[src/rtl/bwa_pkg.sv]
package bwa_pkg;
  localparam int ACK_LINES = 2;
  typedef logic [ACK_LINES-1:0] ack_code_t;

  localparam ack_code_t CODE_WAIT = 2'b11;
  localparam ack_code_t CODE_LONG = 2'b00;
  localparam ack_code_t CODE_WORD = 2'b01;
  localparam ack_code_t CODE_BYTE = 2'b10;

  typedef enum logic [1:0] {ST_IDLE, ST_WAIT, ST_ACK, ST_PULL} ack_state_e;

  typedef struct packed {
    logic capture;   // latch the width code for a new cycle
    logic drive;     // acknowledge drivers enabled
    logic showCode;  // present the latched width code
  } ack_ctl_t;

  // Width code from port configuration; narrow registers always use upper lanes.
  function automatic ack_code_t width_code(input logic [1:0] portWidth, input logic addrA4);
    case (portWidth)
      2'b00:   return addrA4 ? CODE_LONG : CODE_WORD;
      2'b01:   return CODE_WORD;
      default: return CODE_BYTE;
    endcase
  endfunction
endpackage

[src/rtl/bwa_sync.sv]
module bwa_sync #(
  parameter int WIDTH  = 3,
  parameter int STAGES = 2
) (
  input  logic             clk,
  input  logic             rstN,
  input  logic [WIDTH-1:0] din,
  output logic [WIDTH-1:0] dout
);
  logic [STAGES-1:0][WIDTH-1:0] stageQ;

  always_ff @(posedge clk or negedge rstN) begin
    if (!rstN) stageQ <= '1;
    else       stageQ <= {stageQ[STAGES-2:0], din};
  end

  assign dout = stageQ[STAGES-1];
endmodule

[src/rtl/bwa_ctrl.sv]
module bwa_ctrl
  import bwa_pkg::*;
#(
  parameter int MIN_RST_CLKS = 3
) (
  input  logic     clk,
  input  logic     rstN,
  input  logic     asS,
  input  logic     dsS,
  input  logic     extRstS,
  input  logic     dataReady,
  output ack_ctl_t ctl,
  output logic     regInit
);
  localparam int CNT_W = $clog2(MIN_RST_CLKS + 1);
  localparam logic [CNT_W-1:0] CNT_MAX = CNT_W'(MIN_RST_CLKS);

  ack_state_e state, nextState;
  logic asPrev, dsPrev;
  logic asFall, dsRise, endCond;
  logic [CNT_W-1:0] rstCnt;

  always_ff @(posedge clk or negedge rstN) begin
    if (!rstN) begin
      asPrev <= 1'b1;
      dsPrev <= 1'b1;
    end else begin
      asPrev <= asS;
      dsPrev <= dsS;
    end
  end

  assign asFall  = asPrev & ~asS;
  assign dsRise  = ~dsPrev & dsS;
  assign endCond = asS | dsRise;

  // Reset qualifier: count consecutive low samples of the synchronized pin.
  always_ff @(posedge clk or negedge rstN) begin
    if (!rstN)                rstCnt <= '0;
    else if (extRstS)         rstCnt <= '0;
    else if (rstCnt != CNT_MAX) rstCnt <= rstCnt + 1'b1;
  end

  assign regInit = (rstCnt == CNT_MAX);

  always_comb begin
    nextState = state;
    if (regInit) nextState = ST_IDLE;
    else begin
      case (state)
        ST_IDLE: if (asFall) nextState = ST_WAIT;
        ST_WAIT: begin
          if (endCond)        nextState = ST_PULL;
          else if (dataReady) nextState = ST_ACK;
        end
        ST_ACK:  if (endCond) nextState = ST_PULL;
        default: nextState = ST_IDLE;
      endcase
    end
  end

  always_ff @(posedge clk or negedge rstN) begin
    if (!rstN) state <= ST_IDLE;
    else       state <= nextState;
  end

  always_comb begin
    ctl.capture  = (state == ST_IDLE) && asFall && !regInit;
    ctl.drive    = (state != ST_IDLE);
    ctl.showCode = (state == ST_ACK);
  end

  AST_WAIT_HOLDS: assert property (@(posedge clk) disable iff (!rstN)
    (state == ST_WAIT && !dataReady && !endCond && !regInit) |=> state == ST_WAIT);
  AST_ABORT_TO_PULL: assert property (@(posedge clk) disable iff (!rstN)
    (state == ST_WAIT && endCond && !regInit) |=> state == ST_PULL);
  AST_PULL_ONE_CLK: assert property (@(posedge clk) disable iff (!rstN)
    state == ST_PULL |=> state == ST_IDLE);
  AST_INIT_NEEDS_PIN: assert property (@(posedge clk) disable iff (!rstN)
    regInit |-> !$past(extRstS));
  AST_INIT_IDLE: assert property (@(posedge clk) disable iff (!rstN)
    regInit |=> state == ST_IDLE);
endmodule

[src/rtl/bwa_dp.sv]
module bwa_dp
  import bwa_pkg::*;
(
  input  logic                 clk,
  input  logic                 rstN,
  input  ack_ctl_t             ctl,
  input  logic [1:0]           portWidth,
  input  logic                 addrA4,
  output logic [ACK_LINES-1:0] ackOut,
  output logic                 ackOe
);
  ack_code_t codeQ;

  always_ff @(posedge clk or negedge rstN) begin
    if (!rstN)            codeQ <= CODE_WAIT;
    else if (ctl.capture) codeQ <= width_code(portWidth, addrA4);
  end

  // Each line: latched code bit while acknowledging, negated level otherwise.
  for (genvar g = 0; g < ACK_LINES; g++) begin : gLine
    assign ackOut[g] = ctl.showCode ? codeQ[g] : 1'b1;
  end

  assign ackOe = ctl.drive;

  AST_RELEASE_FROM_HIGH: assert property (@(posedge clk) disable iff (!rstN)
    $fell(ackOe) |-> $past(ackOut) == CODE_WAIT);
  AST_CODE_HOLD: assert property (@(posedge clk) disable iff (!rstN)
    (ctl.showCode && $past(ctl.showCode)) |-> $stable(ackOut));
endmodule

[src/rtl/bus_width_ack.sv]
module bus_width_ack
  import bwa_pkg::*;
#(
  parameter int SYNC_STAGES  = 2,
  parameter int MIN_RST_CLKS = 3
) (
  input  logic       clk,
  input  logic       rstN,
  input  logic       extRstN,
  input  logic       asN,
  input  logic       dsN,
  input  logic [1:0] portWidth,
  input  logic       addrA4,
  input  logic       dataReady,
  output logic [1:0] ackOut,
  output logic       ackOe,
  output logic       regInit
);
  logic [2:0] syncOut;
  ack_ctl_t   ctl;

  bwa_sync #(.WIDTH(3), .STAGES(SYNC_STAGES)) sync_i (
    .clk(clk), .rstN(rstN), .din({extRstN, dsN, asN}), .dout(syncOut)
  );

  bwa_ctrl #(.MIN_RST_CLKS(MIN_RST_CLKS)) ctrl_i (
    .clk(clk), .rstN(rstN), .asS(syncOut[0]), .dsS(syncOut[1]),
    .extRstS(syncOut[2]), .dataReady(dataReady), .ctl(ctl), .regInit(regInit)
  );

  bwa_dp dp_i (
    .clk(clk), .rstN(rstN), .ctl(ctl), .portWidth(portWidth),
    .addrA4(addrA4), .ackOut(ackOut), .ackOe(ackOe)
  );
endmodule

[config.mk]
export PLATFORM = sky130hd
export DESIGN_NAME = bus_width_ack
export DESIGN_NICKNAME = d
export VERILOG_FILES = /design/src/rtl/bwa_pkg.sv /design/src/rtl/bwa_sync.sv /design/src/rtl/bwa_ctrl.sv /design/src/rtl/bwa_dp.sv /design/src/rtl/bus_width_ack.sv
export SDC_FILE = /design/constraint.sdc
export NUM_CORES = 1
export LEC_CHECK = 0
export BUFFER_PORTS_ARGS = -buffer_cell sky130_fd_sc_hd__buf_2
export CAP_MARGIN = 25
export CORE_MARGIN = 3
export CORE_UTILIZATION = 35
export CTS_CLUSTER_SIZE = 40
export DETAILED_ROUTE_END_ITERATION = 8
export PLACE_DENSITY = 0.56
export SYNTH_ARGS = -nofsm -noshare
export SYNTH_HDL_FRONTEND = slang
export SYNTH_HIERARCHICAL = 1
export SYNTH_SLANG_ARGS = --single-unit
[constraint.sdc]
create_clock -name clk -period 3.05 [get_ports clk]
set_input_delay 0.61 -clock clk [delete_from_list [all_inputs] [get_ports clk]]
set_output_delay 0.61 -clock clk [all_outputs]
set_load 0.005 [all_outputs]
==> reports/metrics.csv, run 1 <==
metric;value;unit
drt total wl;916;µm
first-pass GRT wire length;1640;µm
Main synth FF type;dfstp_2;
met1 global-route usage;11.0;%
DR pass1 iterations;4;
vias in the first global route;397;
M2 GR Usage;12.7;%
PnR Total Power;0.617;mW
Hold Crit Class;in2async;
CTS H-tree depth;1;
status;finished, final reports clean;
CTS Buf Count;3;
non-filler cells in the finished layout;88;
crit start category;register;
Netlist cell types;21;
DRC errors left;0;
Max transition margin;71.4;%
GR peak layer;met2;
Mapped Area;658;µm²
Slew Limit Fails;0;
cts hold-fix bufs;0;
Port Buf Inserts;12;
post-DR wirelength/cell;10.4;µm
die area;2440;µm²
power density over the cells;821;nW/µm²
CP Max Fanout;3;
sequential-to-total area share from yosys stat;55.1;%
largest net degree at the start of global routing;15;
Tmin final;1800;ps
crit share post-route;59.1;%
maximum clock rate;554;MHz
worst hold slack;216;ps
area grow syn2layout;14.3;%
initial core utilization;37.7;%
met3 Resource Use GR;3.06;%
Worst VDD drop;0.320;mV
GPL Wtd Cong;0.680;
post-CTS setup repair buffer count;0;
synthesized area per cell;12.7;µm²
RSZ-0062 raised after global routing;false;
I/O pins;13;
Critical Path RT;2440;ps
leakage power figure;0.353;nW
top cell type's share of synthesized area;39.9;%
measured slew at the worst slew-check pin;426;ps
Fin Clk Skew;2.91;ps
clk root buf;clkbuf_4;
Nets;78;
CTS-repair resized insts;0;
CTS tree;built;
number of synthesized flops with an enable pin;0;
Post-synth top cells;10 x dfstp_2, 5 x ha_1, 5 x inv_1, 5 x nand2b_1;
vias per cell;4.23;
setup TNS;0;ps
DIE WIDTH;49.4;µm
antenna violations before repair;0;
layout cells sized above 1;50.8;%
Crit Path Category;reg2out;
ys async rst share;100;%
core region area;1750;µm²
clock sinks;14;
Die Height;49.4;µm
CP Capture Type;output port;
Synth area leader;dfstp_2;
Max-Cap Viols;0;
GRT Resource Usage Total;8.79;%
flop and latch count out of synthesis;14;
post-route ant nets;0;
final hold violation count;0;
placed cells;84;
final core occ;43.1;%
Rows;15;
worst path arrival time;1190;ps
Worst-path clk slew;80;ps
DP HPWL;682;µm
Synth Warn #;6;
post-synth net total;66;
clk buf depth;2;
routed vias;372;
Iter 0 DRT Violations;7;
main area contributors after synthesis;dfstp_2 40%, dfrtp_1 15%, ha_1 9.5%, nand2b_1 4.8%, buf_4 4.6%;
Clk Latency, worst-skew pair;270;ps
ant diodes;0;
global route overflow;0;
top-count cell post-synth;dfstp_2;
Mapped Cells;52;
# setup viols final;0;
[metrics by stage]
stage	instance area, µm²	worst slack (ps)
after CTS	752	1230
after global placement	716	1500
after detailed placement	716	1480
after global routing	752	1150
final	752	1250
after floorplan	658	1560
[where the power goes]
group          switching, mW  internal, mW  total (mW)
logic                  0.107         0.118       0.226
clock network         0.0561        0.0725       0.129
registers             0.0239         0.239       0.263
total                  0.188         0.430       0.617
[routing by layer]
metal | vias to the layer above | wire, µm
met1 | 170 | 461
met2 | 12 | 366
met4 | 0 | 14
met5 | - | 0
met3 | 2 | 73
li1 | 188 | -
[worst max-delay path: stages, from the launching register on]
cell     delay [ps]
dfrtp_1         410
inv_1           110
ha_1            200
inv_1            80
buf_2           130
[placed cells by master, fill, tap and decap left out, drive strengths merged]
master | netlist | routed
inv | 5 | 5
o22ai | 1 | 1
nor2 | 3 | 3
buf | 4 | 12
mux2 | 2 | 2
a211oi | 1 | 1
nor3 | 1 | 1
clkbuf | 1 | 4
nor2b | 2 | 2
dfrtp | 4 | 4
ha | 5 | 5
o21ai | 1 | 1
a311oi | 1 | 1
dfstp | 10 | 10
xor2 | 1 | 1
a21oi | 1 | 1
nand2 | 1 | 1
mux2i | 2 | 2
nand2b | 6 | 6
[final timing paths]
check,startpoint,endpoint,slack [ps],depth (start not counted)
setup / recovery,ctrl_i/state[0],ackOe,1250,4
hold / removal,rstN,ctrl_i/state[0],220,1
setup reg to reg,ctrl_i/state[0],dp_i/codeQ[1],1460,5
hold reg to reg,sync_i/stageQ[2],sync_i/dout[2],360,0
max in group asynchronous,rstN,sync_i/stageQ[2],2550,1
min in group clk,sync_i/stageQ[2],sync_i/dout[2],360,0
[layout make-up]
cell class	instances	area (µm²)
fill	167	993
sequential	14	363
multi-input combinational	28	243
timing repair buffer	12	60.1
clock buffer	4	36.3
tap	25	31.3
inverter	5	18.8
[state kept, by name (all words and copies together) (netlist names)]
name,count
ctrl_i/state,2
sync_i/stageQ,3
ctrl_i/asPrev,1
dp_i/codeQ,2
ctrl_i/rstCnt,2
sync_i/dout,3
ctrl_i/dsPrev,1
[cells by family after synthesis]
kind of cell	share of synthesized area, %
compound gates	6.27
xor+xnor	1.33
fa+ha+maj	9.51
buf+inv	7.98
flops	55.1
mux	7.60
simple gates	12.2
Power figures use the tool's default switching activity.
==> run 2, diff against run 1 <==
--- a/config.mk
+++ b/config.mk
@@ -5,13 +5,14 @@
 export SDC_FILE = /design/constraint.sdc
 export NUM_CORES = 1
 export LEC_CHECK = 0
+export ABC_AREA = 1
 export BUFFER_PORTS_ARGS = -buffer_cell sky130_fd_sc_hd__buf_2
 export CAP_MARGIN = 25
 export CORE_MARGIN = 3
 export CORE_UTILIZATION = 35
 export CTS_CLUSTER_SIZE = 40
 export DETAILED_ROUTE_END_ITERATION = 8
-export PLACE_DENSITY = 0.56
+export PLACE_DENSITY = 0.58
 export SYNTH_ARGS = -nofsm -noshare
 export SYNTH_HDL_FRONTEND = slang
 export SYNTH_HIERARCHICAL = 1
==> constraint.sdc (replaced) <==
create_clock -name clk -period 1.55 [get_ports clk]
set_input_delay 0.31 -clock clk [delete_from_list [all_inputs] [get_ports clk]]
set_output_delay 0.31 -clock clk [all_outputs]
set_load 0.005 [all_outputs]
==> reports/metrics.csv, run 2 <==
metric;value;unit;change
status;finished, final reports clean;;unchanged
GRT Resource Usage Total;9.11;%;was 8.79%
GPL Wtd Cong;0.849;;was 0.680
ant diodes;0;;unchanged
worst hold slack;131;ps;was 216 ps
vias per cell;3.90;;was 4.23
CP Max Fanout;3;;unchanged
simple-gate area share of the yosys netlist;18.4;%;was 12.2%
flop and latch count out of synthesis;14;;unchanged
CTS H-tree depth;1;;unchanged
post-synthesis adder-cell area fraction;9.40;%;was 9.51%
Synth Warn #;6;;unchanged
M2 GR Usage;13.4;%;was 12.7%
clk root buf;clkbuf_4;;unchanged
Tmin final;1470;ps;
Main synth FF type;dfstp_2;;unchanged
initial core utilization;37.7;%;about the same
largest family of logic cells by synthesized area;simple AND/OR/NAND/NOR gates;;unchanged
power density over the cells;1560;nW/µm²;was 821 nW/µm²
DRC errors left;0;;unchanged
Hold Crit Class;in2reg;;was in2async
CTS tree;built;;unchanged
CP Capture Type;output port;;unchanged
final hold violation count;0;;unchanged
clk buf depth;2;;unchanged
met3 Resource Use GR;1.81;%;was 3.06%
Fillers;180;;was 167
layout cells sized above 1;48.8;%;was 50.8%
post-synthesis xor/xnor area fraction;0;%;was 1.33%
most common cell after layout, fill and taps aside;nand2_1;;was buf_2
commonest cells after routing, fill and taps aside;13 x nand2_1, 12 x buf_2, 10 x dfstp_2, 9 x inv_1, 7 x nor2_1;;was 12 x buf_2, 10 x dfstp_2, 5 x inv_1, 5 x nand2b_1, 5 x ha_1
number of synthesized flops with an enable pin;0;;unchanged
GR peak layer;met2;;unchanged
Critical Path RT;1240;ps;was 2440 ps
Netlist cell types;17;;was 21
top cell type's share of synthesized area;39.5;%;was 39.9%
Synth area leader;dfstp_2;;unchanged
PnR Total Power;1.25;mW;was 0.617 mW
Post-synth top cells;13 x nand2_1, 10 x dfstp_2, 10 x inv_1;;was 10 x dfstp_2, 5 x ha_1, 5 x inv_1, 5 x nand2b_1
vias in the first global route;411;;was 397
Nets;99;;was 78
mux cell area share after synthesis;0;%;was 7.60%
Max-Cap Viols;0;;unchanged
Worst-path clk slew;80;ps;about the same
Worst VDD drop;0.675;mV;was 0.320 mV
crit start category;register;;unchanged
DP HPWL;726;µm;was 682 µm
Hold Path End;sync_i/stageQ[2];;
worst r2r src;ctrl_i/state[0];;unchanged
core region area;1760;µm²;was 1750 µm²
Port Buf Inserts;12;;unchanged
Iter 0 DRT Violations;4;;was 7
Mapped Area;666;µm²;was 658 µm²
DIE WIDTH;49.6;µm;was 49.4 µm
post-route ant nets;0;;unchanged
Max transition margin;80.1;%;was 71.4%
maximum clock rate;681;MHz;
leakage power figure;0.404;nW;was 0.353 nW
Clk Latency, worst-skew pair;270;ps;about the same
Mapped Cells;69;;was 52
sequential-to-total area share from yosys stat;54.5;%;was 55.1%
synthesized area per cell;9.65;µm²;was 12.7 µm²
first-pass GRT wire length;1660;µm;was 1640 µm
measured slew at the worst slew-check pin;299;ps;was 426 ps
die area;2460;µm²;was 2440 µm²
post-synthesis compound-gate area fraction;5.83;%;was 6.27%
Register Area;363;µm²;unchanged
met1 global-route usage;11.6;%;was 11.0%
routed vias;425;;was 372
largest net degree at the start of global routing;15;;unchanged
Fin Clk Skew;3.61;ps;was 2.91 ps
Die Height;49.6;µm;was 49.4 µm
I/O pins;13;;unchanged
# setup viols final;0;;unchanged
main area contributors after synthesis;dfstp_2 39%, dfrtp_1 15%, ha_1 9.4%, nand2_1 7.3%, inv_1 5.6%;;was dfstp_2 40%, dfrtp_1 15%, ha_1 9.5%, nand2b_1 4.8%, buf_4 4.6%
RSZ-0062 raised after global routing;true;;was false
clock sinks;14;;unchanged
RR Endpoint;dp_i/codeQ[0];;was dp_i/codeQ[1]
hold_sp;extRstN;;
Slew Limit Fails;0;;unchanged
CTS Buf Count;3;;unchanged
global route overflow;0;;unchanged
Crit Path Category;reg2out;;unchanged
worst path arrival time;1160;ps;was 1190 ps
Rows;15;;unchanged
top-count cell post-synth;nand2_1;;was dfstp_2
final core occ;45.2;%;was 43.1%
crit share post-route;94.8;%;
hold path cells;1;;
R2R cell count;8;;was 5
footprint of the multi-input gates;234;µm²;was 243 µm²
post-DR wirelength/cell;8.98;µm;was 10.4 µm
post-synth net total;83;;was 66
Worst R2R Setup Slack;220;ps;was 1460 ps
antenna violations before repair;0;;unchanged
ys async rst share;100;%;unchanged
area grow syn2layout;19.9;%;was 14.3%
drt total wl;979;µm;was 916 µm
DR pass1 iterations;2;;was 4
run 2: cell count changes after synthesis, sizes merged, moves of 2 or more:
cell	delta
nor2b	-2
mux2	-2
o21ai	+2
nand2	+16
nor2	+5
mux2i	-2
inv	+8
nand2b	-6
run 2: final cells by class:
cell class,instances,area share (%)
inverter,13,6.11
multi-input combinational,38,29.3
clock buffer,4,4.55
sequential,14,45.5
tap,25,3.92
timing repair buffer,15,10.7
run 2: metrics by stage:
| step | setup WS (ps) | cell area [µm²] | setup TNS [ps] | std cells |
|---|---|---|---|---|
| final | 80.8 | 798 | 0 | 109 |
| after global routing | -13.3 | 798 | -16.0 | 109 |
| after CTS | 20.7 | 773 | 0 | 107 |
| after detailed placement | 163 | 727 | 0 | 102 |
| after global placement | 199 | 727 | 0 | 102 |
| after floorplan | 286 | 666 | 0 | 69 |
run 2: logic make-up after synthesis:
group | count (synthesis)
simple gates | 28
buf+inv | 17
flops | 14
compound gates | 5
fa+ha+maj | 5
run 2: per-layer routing:
metal	up-vias	share of wire (%)
met3	2	3.4
li1	230	-
met4	0	1.9
met2	7	45
met5	-	0
met1	186	49
run 2: how the worst max path moves through the flow:
stage / depth (start not counted) / from / endpoint
2_1_floorplan: 8 / ctrl_i/state[0] / dp_i/codeQ[0]
3_3_place_gp: 8 / ctrl_i/state[0] / dp_i/codeQ[0]
3_5_place_dp: 8 / ctrl_i/state[0] / dp_i/codeQ[0]
4_1_cts: 4 / ctrl_i/state[0] / ackOut[1]
5_1_grt: 4 / ctrl_i/state[0] / ackOut[1]
6_report: 4 / ctrl_i/state[0] / ackOe
run 2: critical path, cell delays in order (launching register included):
cell     delay (ps)
dfrtp_1         420
inv_2            90
ha_2            200
inv_1            70
buf_2           130
run 2: repair_timing:
action	CTS	global route
endpoints found under the setup margin	0	4
setup buffers	0	2
hold buffers	1	0
endpoints found under the hold margin	4	0
resized for setup	0	4
run 2: power breakdown:
part	leakage (nW)	internal [mW]	switching [mW]
Clock	0.0210	0.143	0.106
Sequential	0.155	0.466	0.0486
Combinational	0.228	0.233	0.253
==> run 3, diff against run 2 <==
==> constraint.sdc (replaced) <==
create_clock -name clk -period 1.55 [get_ports clk]
set_input_delay 0.155 -clock clk [delete_from_list [all_inputs] [get_ports clk]]
set_output_delay 0.155 -clock clk [all_outputs]
set_load 0.005 [all_outputs]
==> reports/metrics.csv, run 3 (synthesized netlist as in run 2, its figures left out) <==
metric;value;unit;change
area grow syn2layout;21.8;%;was 19.9%
Worst VDD drop;0.673;mV;was 0.675 mV
clk root buf;clkbuf_4;;unchanged
largest net degree at the start of global routing;15;;unchanged
I/O pins;13;;unchanged
Flop pwr share;43.0;%;was 41.2%
vias in the first global route;454;;was 411
Hold Crit Class;in2reg;;unchanged
maximum clock rate;731;MHz;was 681 MHz
post-DR wirelength/cell;8.48;µm;was 8.98 µm
post-route ant nets;0;;unchanged
clk buf depth;2;;unchanged
first-pass GRT wire length;1740;µm;was 1660 µm
Net Sw Power;0.386;mW;was 0.407 mW
DRC errors left;0;;unchanged
initial core utilization;37.7;%;unchanged
clock sinks;14;;unchanged
RSZ-0062 raised after global routing;false;;was true
most common cell after layout, fill and taps aside;nand2_1;;unchanged
CTS H-tree depth;1;;unchanged
leakage power figure;0.415;nW;was 0.404 nW
GPL Wtd Cong;0.831;;was 0.849
sw frac;32.4;%;was 32.6%
Rows;15;;unchanged
CTS-repair resized insts;0;;unchanged
die area;2460;µm²;unchanged
# setup viols final;0;;unchanged
final hold violation count;0;;unchanged
CP Capture Type;register;;was output port
CTS Buf Count;3;;unchanged
Critical Path RT;1770;ps;was 1240 ps
core region area;1760;µm²;unchanged
worst hold slack;79.9;ps;was 131 ps
Port Buf Inserts;12;;unchanged
crit share post-route;88.3;%;was 94.8%
CP Max Fanout;3;;unchanged
ant diodes;0;;unchanged
Slew Limit Fails;0;;unchanged
worst path arrival time;1590;ps;was 1160 ps
DR pass1 iterations;4;;was 2
antenna violations before repair;0;;unchanged
power density over the cells;1470;nW/µm²;was 1560 nW/µm²
P_int;0.807;mW;was 0.841 mW
crit start category;register;;unchanged
GRT Resource Usage Total;9.46;%;was 9.11%
drt total wl;941;µm;was 979 µm
clock network fraction of design power;20.9;%;was 19.9%
Crit Path Category;reg2reg;;was reg2out
Die Height;49.6;µm;unchanged
Worst-path clk slew;80;ps;about the same
Max-Cap Viols;0;;unchanged
Tmin final;1370;ps;was 1470 ps
Max transition margin;80.5;%;was 80.1%
DIE WIDTH;49.6;µm;unchanged
routed vias;458;;was 425
layout cells sized above 1;41.9;%;was 48.8%
status;finished, final reports clean;;unchanged
Clk Latency, worst-skew pair;270;ps;about the same
Iter 0 DRT Violations;12;;was 4
Nets;101;;was 99
setup TNS;0;ps;unchanged
vias per cell;4.13;;was 3.90
commonest cells after routing, fill and taps aside;13 x nand2_1, 12 x buf_2, 10 x inv_1, 10 x dfstp_2, 7 x nor2_1;;was 13 x nand2_1, 12 x buf_2, 10 x dfstp_2, 9 x inv_1, 7 x nor2_1
CTS tree;built;;unchanged
global route overflow;0;;unchanged
DP HPWL;739;µm;was 726 µm
combinational power share;36.1;%;was 38.9%
measured slew at the worst slew-check pin;292;ps;was 299 ps
Fin Clk Skew;2.66;ps;was 3.61 ps
## run 3: changes by cell type in the layout (fill, tap and decap cells not counted), sizes merged
cell / change
buf: -1
dlygate4sd3: +3
## run 3: layout make-up
class,instances,area [µm²]
repair buffers,17,108
fillers,184,953
inverters,13,48.8
flip-flops and latches,14,363
well taps,25,31.3
multi-input cells,38,224
clock buffers,4,36.3
## run 3: per-stage QoR
step	instance area (µm²)	std cells	power (mW)	utilization, %	setup WS [ps]
floorplan	666	69	0.857	-	286
global route	811	111	1.31	46.0	7.18
CTS	811	111	1.21	46.0	179
detailed placement	734	103	0.947	41.6	202
global placement	734	103	0.946	41.6	240
finish	811	111	1.19	46.0	182
## run 3: routing by layer
metal | vias to the layer above | part of all wire, % | GRT usage (%)
li1 | 238 | - | -
met1 | 209 | 44 | 11.0
met2 | 9 | 50 | 14.8
met3 | 2 | 4.6 | 2.72
met4 | 0 | 1.1 | 6.91
met5 | - | 0 | 0
## run 3: critical path: stages (launching register included)
cell,delay [ps]
dfrtp_1,410
inv_1,110
ha_1,210
inv_1,60
nor3_1,230
inv_1,90
nor2_2,100
nand2_1,50
nand2_1,50
## run 3: power by group through the flow
stage          Clock [mW]  Combinational (mW)  Sequential (mW)
2_1_floorplan           0               0.349            0.507
3_3_place_gp            0               0.428            0.518
3_5_place_dp            0               0.428            0.519
4_1_cts             0.262               0.439            0.512
5_1_grt             0.284               0.507            0.524
6_report            0.250               0.431            0.512
## run 3: path summary, 6_finish.rpt
path	slack, ps	startpoint	end	depth (start not counted)
setup / recovery	180	ctrl_i/state[0]	dp_i/codeQ[0]	8
min in group asynchronous	290	rstN	ctrl_i/rstCnt[0]	2
hold / removal	80	portWidth[1]	dp_i/codeQ[0]	4
hold reg to reg	360	sync_i/stageQ[1]	sync_i/dout[1]	0
max in group asynchronous	980	rstN	ctrl_i/dsPrev	2
setup reg to reg	180	ctrl_i/state[0]	dp_i/codeQ[0]	8
## run 3: timing repair
action / 4_1_cts / 5_1_grt
buffers inserted: 0 / 0
hold buffers: 4 / 0
hold endpoints to repair: 7 / 0
